--- src/rtl/tdm_chan_pkg.sv ---
package tdm_chan_pkg;

    localparam int SLOT_BITS = 8;

    localparam logic [1:0] ADDR_CTRL = 2'd0;
    localparam logic [1:0] ADDR_CSLOT = 2'd1;
    localparam logic [1:0] ADDR_DSLOT = 2'd2;

    typedef struct packed {
        logic       c_en;      // bit 7
        logic       d_en;      // bit 6
        logic       d_slow;    // bit 5
        logic [2:0] spare_hi;  // bits 4..2
        logic       ssi;       // bit 1
        logic       spare_lo;  // bit 0
    } ctrl_t;

    localparam logic [7:0] CTRL_RESET = 8'h02;

endpackage

--- src/rtl/tdm_frame_timer.sv ---
module tdm_frame_timer #(
    parameter int FRAME_BITS = 32,
    parameter int POS_W      = $clog2(FRAME_BITS)
) (
    input  logic             clk,
    input  logic             rst_n,
    input  logic             fp,
    output logic [POS_W-1:0] pos,
    output logic             synced
);

    typedef struct packed {
        logic [POS_W-1:0] cnt;
        logic             sync;
    } st_t;

    st_t st_d, st_q;

    always_comb begin
        st_d = st_q;
        pos  = fp ? '0 : st_q.cnt;
        if (pos == POS_W'(FRAME_BITS - 1)) begin
            st_d.cnt = '0;
        end else begin
            st_d.cnt = pos + 1'b1;
        end
        st_d.sync = st_q.sync | fp;
        synced    = st_d.sync;
    end

    always_ff @(posedge clk or negedge rst_n) begin
        if (!rst_n) begin
            st_q <= '0;
        end else begin
            st_q <= st_d;
        end
    end

endmodule

--- src/rtl/tdm_dch_tx.sv ---
module tdm_dch_tx (
    input  logic       clk,
    input  logic       rst_n,
    input  logic       in_slot0,
    input  logic [2:0] k,
    input  logic       slow,
    input  logic       d_en,
    input  logic [7:0] tx_byte,
    output logic       bit_o
);

    typedef struct packed {
        logic [7:0] sbuf;
        logic [3:0] ptr;
    } st_t;

    st_t        st_d, st_q;
    logic [3:0] nb;
    logic [3:0] idx;
    logic [3:0] nptr;
    logic       carrying;

    always_comb begin
        st_d     = st_q;
        nb       = slow ? 4'd1 : 4'd2;
        idx      = st_q.ptr + {1'b0, k};
        carrying = ({1'b0, k} < nb);
        nptr     = st_q.ptr + nb;
        bit_o    = 1'b1;
        if (in_slot0 && carrying && (idx < 4'd8)) begin
            bit_o = st_q.sbuf[3'd7 - idx[2:0]];
        end
        if (in_slot0 && d_en && (k == 3'd7)) begin
            if (nptr >= 4'd8) begin
                st_d.sbuf = tx_byte;
                st_d.ptr  = '0;
            end else begin
                st_d.ptr  = nptr;
            end
        end
    end

    always_ff @(posedge clk or negedge rst_n) begin
        if (!rst_n) begin
            st_q <= '0;
        end else begin
            st_q <= st_d;
        end
    end

endmodule

--- src/rtl/tdm_rx_capture.sv ---
module tdm_rx_capture (
    input  logic       clk,
    input  logic       rst_n,
    input  logic       in_slot0,
    input  logic       in_slot1,
    input  logic [2:0] k,
    input  logic       slow,
    input  logic       sdi,
    input  logic       clr_c,
    input  logic       clr_d,
    output logic [7:0] c_byte,
    output logic [7:0] d_byte,
    output logic       c_new,
    output logic       d_new
);

    typedef struct packed {
        logic [6:0] c_sh;
        logic [6:0] d_acc;
        logic [2:0] d_cnt;
        logic [7:0] c_byte;
        logic [7:0] d_byte;
        logic       c_new;
        logic       d_new;
    } st_t;

    st_t        st_d, st_q;
    logic [3:0] nb;

    always_comb begin
        st_d = st_q;
        nb   = slow ? 4'd1 : 4'd2;
        if (clr_c) st_d.c_new = 1'b0;
        if (clr_d) st_d.d_new = 1'b0;
        if (in_slot1) begin
            if (k == 3'd7) begin
                st_d.c_byte = {st_q.c_sh, sdi};
                st_d.c_new  = 1'b1;
            end else begin
                st_d.c_sh = {st_q.c_sh[5:0], sdi};
            end
        end
        if (in_slot0 && ({1'b0, k} < nb)) begin
            if (st_q.d_cnt == 3'd7) begin
                st_d.d_byte = {st_q.d_acc, sdi};
                st_d.d_new  = 1'b1;
                st_d.d_cnt  = '0;
            end else begin
                st_d.d_acc = {st_q.d_acc[5:0], sdi};
                st_d.d_cnt = st_q.d_cnt + 1'b1;
            end
        end
    end

    always_ff @(posedge clk or negedge rst_n) begin
        if (!rst_n) begin
            st_q <= '0;
        end else begin
            st_q <= st_d;
        end
    end

    assign c_byte = st_q.c_byte;
    assign d_byte = st_q.d_byte;
    assign c_new  = st_q.c_new;
    assign d_new  = st_q.d_new;

endmodule

--- src/rtl/tdm_chan_port.sv ---
module tdm_chan_port
    import tdm_chan_pkg::*;
#(
    parameter int FRAME_SLOTS = 4
) (
    input  logic       clk,
    input  logic       rst_n,
    input  logic       fp,
    input  logic       sdi,
    output logic       sdo,
    output logic       sdo_oe,
    input  logic       wr_en,
    input  logic       rd_en,
    input  logic [1:0] addr,
    input  logic [7:0] wdata,
    output logic [7:0] rdata,
    output logic       rx_c_new,
    output logic       rx_d_new
);

    localparam int FRAME_BITS = FRAME_SLOTS * SLOT_BITS;
    localparam int POS_W      = $clog2(FRAME_BITS);

    typedef struct packed {
        ctrl_t      ctrl;
        logic [7:0] c_tx;
        logic [7:0] d_tx;
        logic [7:0] c_out;
    } st_t;

    st_t              st_d, st_q;
    ctrl_t            ctrl_q;
    logic [POS_W-1:0] pos_w;
    logic             synced;
    logic             active;
    logic             in_slot0;
    logic             in_slot1;
    logic [2:0]       k;
    logic             d_bit;
    logic             clr_c;
    logic             clr_d;
    logic [7:0]       c_rx;
    logic [7:0]       d_rx;

    assign ctrl_q = st_q.ctrl;

    tdm_frame_timer #(
        .FRAME_BITS(FRAME_BITS),
        .POS_W     (POS_W)
    ) u_timer (
        .clk   (clk),
        .rst_n (rst_n),
        .fp    (fp),
        .pos   (pos_w),
        .synced(synced)
    );

    always_comb begin
        active   = synced && !st_q.ctrl.ssi;
        in_slot0 = active && (pos_w < POS_W'(SLOT_BITS));
        in_slot1 = active && (pos_w >= POS_W'(SLOT_BITS))
                          && (pos_w < POS_W'(2 * SLOT_BITS));
        k        = pos_w[2:0];
        clr_c    = rd_en && (addr == ADDR_CSLOT);
        clr_d    = rd_en && (addr == ADDR_DSLOT);
    end

    tdm_dch_tx u_dtx (
        .clk     (clk),
        .rst_n   (rst_n),
        .in_slot0(in_slot0),
        .k       (k),
        .slow    (st_q.ctrl.d_slow),
        .d_en    (st_q.ctrl.d_en),
        .tx_byte (st_q.d_tx),
        .bit_o   (d_bit)
    );

    tdm_rx_capture u_rx (
        .clk     (clk),
        .rst_n   (rst_n),
        .in_slot0(in_slot0),
        .in_slot1(in_slot1),
        .k       (k),
        .slow    (st_q.ctrl.d_slow),
        .sdi     (sdi),
        .clr_c   (clr_c),
        .clr_d   (clr_d),
        .c_byte  (c_rx),
        .d_byte  (d_rx),
        .c_new   (rx_c_new),
        .d_new   (rx_d_new)
    );

    always_comb begin
        st_d = st_q;
        if (wr_en) begin
            unique case (addr)
                ADDR_CTRL:  st_d.ctrl = ctrl_t'(wdata);
                ADDR_CSLOT: st_d.c_tx = wdata;
                ADDR_DSLOT: st_d.d_tx = wdata;
                default:    ;
            endcase
        end
        // control byte is frozen at the end of slot 0 so a write never tears it
        if (synced && (pos_w == POS_W'(SLOT_BITS - 1))) begin
            st_d.c_out = st_q.c_tx;
        end

        sdo    = 1'b1;
        sdo_oe = 1'b0;
        if (in_slot0) begin
            sdo    = d_bit;
            sdo_oe = st_q.ctrl.d_en;
        end else if (in_slot1) begin
            sdo    = st_q.c_out[3'd7 - k];
            sdo_oe = st_q.ctrl.c_en;
        end

        unique case (addr)
            ADDR_CTRL:  rdata = st_q.ctrl;
            ADDR_CSLOT: rdata = c_rx;
            ADDR_DSLOT: rdata = d_rx;
            default:    rdata = 8'h00;
        endcase
    end

    always_ff @(posedge clk or negedge rst_n) begin
        if (!rst_n) begin
            st_q.ctrl  <= ctrl_t'(CTRL_RESET);
            st_q.c_tx  <= '0;
            st_q.d_tx  <= '0;
            st_q.c_out <= '0;
        end else begin
            st_q <= st_d;
        end
    end

endmodule

--- config.mk ---
export PLATFORM = sky130hd
export DESIGN_NAME = tdm_chan_port
export DESIGN_NICKNAME = d
export VERILOG_FILES = /design/src/rtl/tdm_chan_pkg.sv /design/src/rtl/tdm_frame_timer.sv /design/src/rtl/tdm_dch_tx.sv /design/src/rtl/tdm_rx_capture.sv /design/src/rtl/tdm_chan_port.sv
export SDC_FILE = /design/constraint.sdc
export NUM_CORES = 1
export LEC_CHECK = 0
export BUFFER_PORTS_ARGS = -buffer_cell sky130_fd_sc_hd__buf_2
export CORE_MARGIN = 2
export CORE_UTILIZATION = 51
export DETAILED_ROUTE_END_ITERATION = 10
export HOLD_SLACK_MARGIN = 0.1
export PLACE_DENSITY = 0.69
export SYNTH_ARGS = -nofsm -noshare
export SYNTH_HDL_FRONTEND = slang
export SYNTH_SLANG_ARGS = --single-unit
export TNS_END_PERCENT = 50
--- constraint.sdc ---
create_clock -name clk -period 2.7 [get_ports clk]
set_clock_uncertainty 0.2 [all_clocks]
set_input_delay 0.135 -clock clk [delete_from_list [all_inputs] [get_ports clk]]
set_output_delay 0.135 -clock clk [all_outputs]
set_load 0.05 [all_outputs]
# == Word level (Yosys, flattened, before mapping) ==
# Index checks and enable logic that the tools add are counted.
# op_classes
mul,0
add_sub_neg,6
n_mux,21
n_div,0
n_shift,0
n_lt_le_gt_ge,8
n_bitwise,3
reduce_logical,21
n_eq_ne,6
# ops
operator,n
8-bit case mux with 3 select lines,1
2-bit AND reduction,8
1-bit 2-to-1 mux,13
1-bit logical AND,11
5-bit 2-to-1 mux,2
"3-bit by 4-bit < comparator with 1-bit output, second input constant",2
1-bit binary-select mux with 3-bit select,2
"3-bit equality test, second input constant",2
"3-bit subtractor, first input constant",2
"5-bit by 1-bit adder with 5-bit output, second input constant",1
"5-bit by 3-bit equality test with 1-bit output, second input constant",1
"5-bit equality test, second input constant",1
"5-bit by 4-bit >= comparator with 1-bit output, second input constant",1
"5-bit by 4-bit < comparator with 1-bit output, second input constant",1
"5-bit < comparator, second input constant",1
4-bit by 3-bit adder with 4-bit output,1
4-bit adder,1
"4-bit >= comparator, second input constant",1
3-bit by 4-bit < comparator with 1-bit output,1
"4-bit < comparator, second input constant",1
4-bit 2-to-1 mux,1
"3-bit by 1-bit adder with 3-bit output, second input constant",1
3-bit 2-to-1 mux,1
"2-bit by 1-bit equality test with 1-bit output, second input constant",1
6 further kinds,7
# totals
latchBits,0
regBits,85
memories,0
romBits,0
ramBits,0
out_inout_bits,12

# == Longest topological paths before layout ==
# depth
ltp_word,7
depth_mapped,9
ltp_nobuf,8

# == By module ==
# Synthesis repeated with hierarchy kept, for this count alone.
# hier_totals
cells_unflattened,293
area_unflattened_um2,4100.2
# modules_own_cells
module,cells_per_inst,n_inst,area_each_um2,seq_area_each_um2
tdm_rx_capture,103,1,1541.5,875.8
tdm_chan_port,110,1,1515.2,802.0
tdm_dch_tx,59,1,785.8,300.3
tdm_frame_timer,21,1,257.7,150.1

# == Worst setup path before layout ==
# OpenSTA, ideal clock, no wires.
# synth_path
path_kind,register to output
startpoint,register u_timer.st_q[1] in the netlist's numbering
endpoint,output port sdo
slack_ns,-0.094
path_stages_with_launch,10
t_arrival_ns,2.459
path_buffers,1
path_cell_list,dfrtp_1 -> buf_2 -> nor2b_1 -> ha_1 -> ha_1 -> a21oi_1 -> o22ai_1 -> xnor2_1 -> mux2i_1 -> a31oi_1
# synth_between
elab_chain_cells,7
elab_cells_between_ends,21
# synth_rtl
item,line,rtl
"start, declared",tdm_frame_timer.sv:17,"st_t st_d, st_q;"
"start signal, assigned",tdm_frame_timer.sv:35,st_q <= st_d;
5-bit 2-to-1 mux *,tdm_frame_timer.sv:21,pos = fp ? '0 : st_q.cnt;
4-bit by 3-bit adder with 4-bit output / 5-bit by 4-bit < comparator with 1-bit output (equally long branches),"tdm_dch_tx.sv:26, tdm_chan_port.sv:60",
3-bit subtractor / 1-bit logical AND (equally long branches),"tdm_dch_tx.sv:31, tdm_chan_port.sv:60",
1-bit binary-select mux with 3-bit select / 1-bit logical AND (equally long branches),"tdm_dch_tx.sv:31, tdm_dch_tx.sv:30",
1-bit 2-to-1 mux (implied by the code) / 1-bit logical AND (equally long branches),"tdm_dch_tx.sv:31, tdm_dch_tx.sv:30",
1-bit 2-to-1 mux,tdm_dch_tx.sv:30,if (in_slot0 && carrying && (idx < 4'd8)) begin
1-bit 2-to-1 mux *,tdm_chan_port.sv:112,if (in_slot0) begin
"end, declared",tdm_chan_port.sv:10,"output logic sdo,"
# Every way passes the cells marked *; elsewhere a longest branch is shown, timed or not. The select of a mux whose other input is x is not followed.

# == Worst setup path after layout ==
# layout_path
startpoint,register u_dtx.st_q[1] in the netlist's numbering
endpoint,output port sdo
# layout_between
elab_chain_cells,6
elab_cells_between_ends,8
# layout_rtl
item,line,rtl
"start, declared",tdm_dch_tx.sv:17,"st_t st_d, st_q;"
"start signal, assigned",tdm_dch_tx.sv:47,st_q <= st_d;
4-bit by 3-bit adder with 4-bit output *,tdm_dch_tx.sv:26,"idx = st_q.ptr + {1'b0, k};"
3-bit subtractor,tdm_dch_tx.sv:31,bit_o = st_q.sbuf[3'd7 - idx[2:0]];
1-bit binary-select mux with 3-bit select,tdm_dch_tx.sv:31,
1-bit 2-to-1 mux (implied by the code),tdm_dch_tx.sv:31,
1-bit 2-to-1 mux *,tdm_dch_tx.sv:30,
1-bit 2-to-1 mux *,tdm_chan_port.sv:112,
# Marked as above.

==> reports/qor.csv <==
metric,value,unit
outcome,finished clean,
Worst Tran Pin Value,0.661,ns
routed len/inst,16.2,um
Pleak,2.15,nW
residual DRC count,0,
Final Cycle Share,94.7,%
Skew-Pair Late Insertion Delay,0.35,ns
global-route wire length before repair,11900,um
I/O pins,28,
Netlist cell types,45,
DP Wirelength,5020,um
crit start category,flop,
gr ovfl total,0,
pwr dens,733,nW/um^2
clock network fraction of total power,27.1,%
GPL Wtd Cong,0.776,
Post-Route WL,7120,um
"Seq/Total Area, Yosys",54.6,%
drt pass-1 iters,4,
clk sinks,85,
Synth warnings,0,
Final setup viols,0,
CTS buffer count,9,
Comb power frac,22.9,%
crit end category,output pin,
gr busiest metal,met1,
Seq pwr share,50.0,%
final instance area,4580,sq um
Worst-path clk slew,0.09,ns
Post-Synthesis Net Count,308,
# port buffers,27,
final slew viol count,0,
VDD IR-drop max,0.450,mV
number of synthesized flops with an enable pin,0,
# diodes,0,
starting density of the core,53.2,%
CP Class,flop to output pin,
die area,8360,sq um
total power,0.00336,W
Final nets,359,
classification of the worst-slack hold path,primary input to flop,
"top cells by area, synth","dfrtp_1 54%, mux2_2 18%, mux2_4 3.1%, mux2i_1 2.8%, ha_1 2.6%",
Pint,0.00235,W
# placed instances,405,
Synth area leader,dfrtp_1,
largest net degree at the start of global routing,52,
most frequent cell after synthesis,dfrtp_1,
Sw Share,29.9,%
Via density,5.30,
Synth Flop Type,dfrtp_1,
antenna violations before repair,0,
most instantiated cells after synthesis,"84 x dfrtp_1, 63 x mux2_2, 19 x nand2_1",
final non-filler cell total,438,
layout cells sized above 1,42.8,%
Switch Pwr,0.00101,W
"Avg Cell Area, Syn",13.8,sq um
routed vias,2323,
Final Hold Fails,0,
"antenna viol nets, final",0,
std cell rows,31,
hold_ws,0.125,ns
area fraction of the dominant cell type after synthesis,53.9,%
post-synthesis sequential element count,85,
CTS tree,yes,
Worst Path Required,2.37,ns
met1 usage,27.6,%
Max Buffers Root-to-Sink,2,
fmax,391,MHz
H-tree lvl count,3,
vias in the first global route,2352,
global routing usage on met2,27.1,%
fin crit period,2.56,ns
Syn Std Cell Area,3900,sq um
number of fill cells,588,
Crit Path Max Fanout,8,
Max Cap Viol,0,
Syn Inst Count,283,
Core Footprint,7330,sq um
clock root buffer,clkbuf_8,
ys async rst share,100,%
Slew HR,55.9,%
area delta synth->final,17.4,%
"Arr. time, crit path",2.22,ns
Die Height,91.4,um
number of DRC markers in iteration 0,128,
Placement Cell Area,4170,sq um
met3 global-route usage,3.32,%
GRT Util Overall,18.6,%
Die Span X,91.4,um
[cell type report]
| class | instances | area [sq um] | share of cell area (%) |
|---|---|---|---|
| inverters | 7 | 26.3 | 0.574 |
| multi-input cells | 184 | 1760 | 38.3 |
| flip-flops and latches | 85 | 2130 | 46.5 |
| well taps | 99 | 124 | 2.71 |
| clock inverters | 5 | 58.8 | 1.28 |
| repair buffers | 47 | 342 | 7.46 |
| clock buffers | 11 | 141 | 3.09 |
[worst paths after layout]
check                                                 end                      start  cells past startpoint  slack [ns]
worst min register to register       u_rx.c_new$_DFF_PN0_       u_rx.c_new$_DFF_PN0_                      2        0.29
worst max register to register  u_dtx.st_q[5]$_DFFE_PN0P_      ctrl_q[5]$_DFFE_PN0P_                      7        0.51
worst min-delay path            u_timer.st_q[1]$_DFF_PN0_                         fp                      4        0.12
max in group asynchronous            st_q[23]$_DFFE_PN0P_                      rst_n                      3        1.52
min in group asynchronous       u_dtx.st_q[2]$_DFFE_PN0P_                      rst_n                      2        0.15
worst max-delay path                                  sdo  u_dtx.st_q[1]$_DFFE_PN0P_                      8        0.14
[registers in the layout (all words and copies together) (netlist names)]
register,count
ctrl_q,8
st_q,24
u_dtx.st_q,12
u_rx.c_byte,8
u_rx.c_new,1
u_rx.d_byte,8
u_rx.d_new,1
u_rx.st_q,17
u_timer.st_q,6
[kinds of logic after synthesis]
group                      share of synthesized area (%)
AOI/OAI and AO/OA                                   5.71
adders and majority gates                           3.08
xor gates and xnor gates                            1.54
buffers and inverters                               1.60
muxes                                               25.2
and+or+nand+nor                                     8.25
DFF                                                 54.6
[metal layers]
layer  share of wire, %  vias to the layer above
met1                 49                     1152
met5                  0                        -
met4                1.4                        0
li1                   -                     1117
met3                2.6                       10
met2                 47                       44
[placed cells by master, fill, tap and decap left out, drive strengths merged, types with 3 or more instances in the layout]
master,Yosys,layout
a21oi,9,9
and2,3,3
buf,6,33
clkbuf,1,11
dfrtp,84,84
dlygate4sd3,0,14
ha,8,8
inv,7,8
mux2,71,71
mux2i,11,11
nand2,20,20
nor2,9,9
nor2b,6,6
o21ai,18,18
xnor2,4,4
[worst max-delay path: stages, from the launching register on]
cell     delay [ns]
dfrtp_1        0.52
xnor2_2        0.22
ha_4           0.19
a21oi_2        0.12
o22ai_2        0.10
xnor2_1        0.20
mux2i_1        0.24
a31oi_2        0.11
buf_6          0.17
[power by group through the flow]
stage               Sequential, W  Clock, W  Combinational [W]
floorplan                 0.00167         0           0.000559
global placement          0.00170         0           0.000706
detailed placement        0.00171         0           0.000727
CTS                       0.00168  0.000930           0.000756
global route              0.00171  0.000991           0.000841
finish                    0.00168  0.000910           0.000769
[stage by stage]
stage,utilization (%),setup TNS (ns),setup WS (ns)
2_1_floorplan,-,0,0.220
4_1_cts,61.6,0,0.0136
6_report,62.5,0,0.144
3_5_place_dp,56.8,0,0.283
3_3_place_gp,56.8,0,0.381
5_1_grt,62.5,-0.00914,-0.00914
[what timing repair did]
action | CTS | global route
endpoints found under the hold margin | 104 | 0
endpoints found under the setup margin | 1 | 1
resized for setup | 2 | 10
buffers inserted | 1 | 2
hold buffers | 14 | 0
pin swaps | 0 | 3
Power figures use the tool's default switching activity.
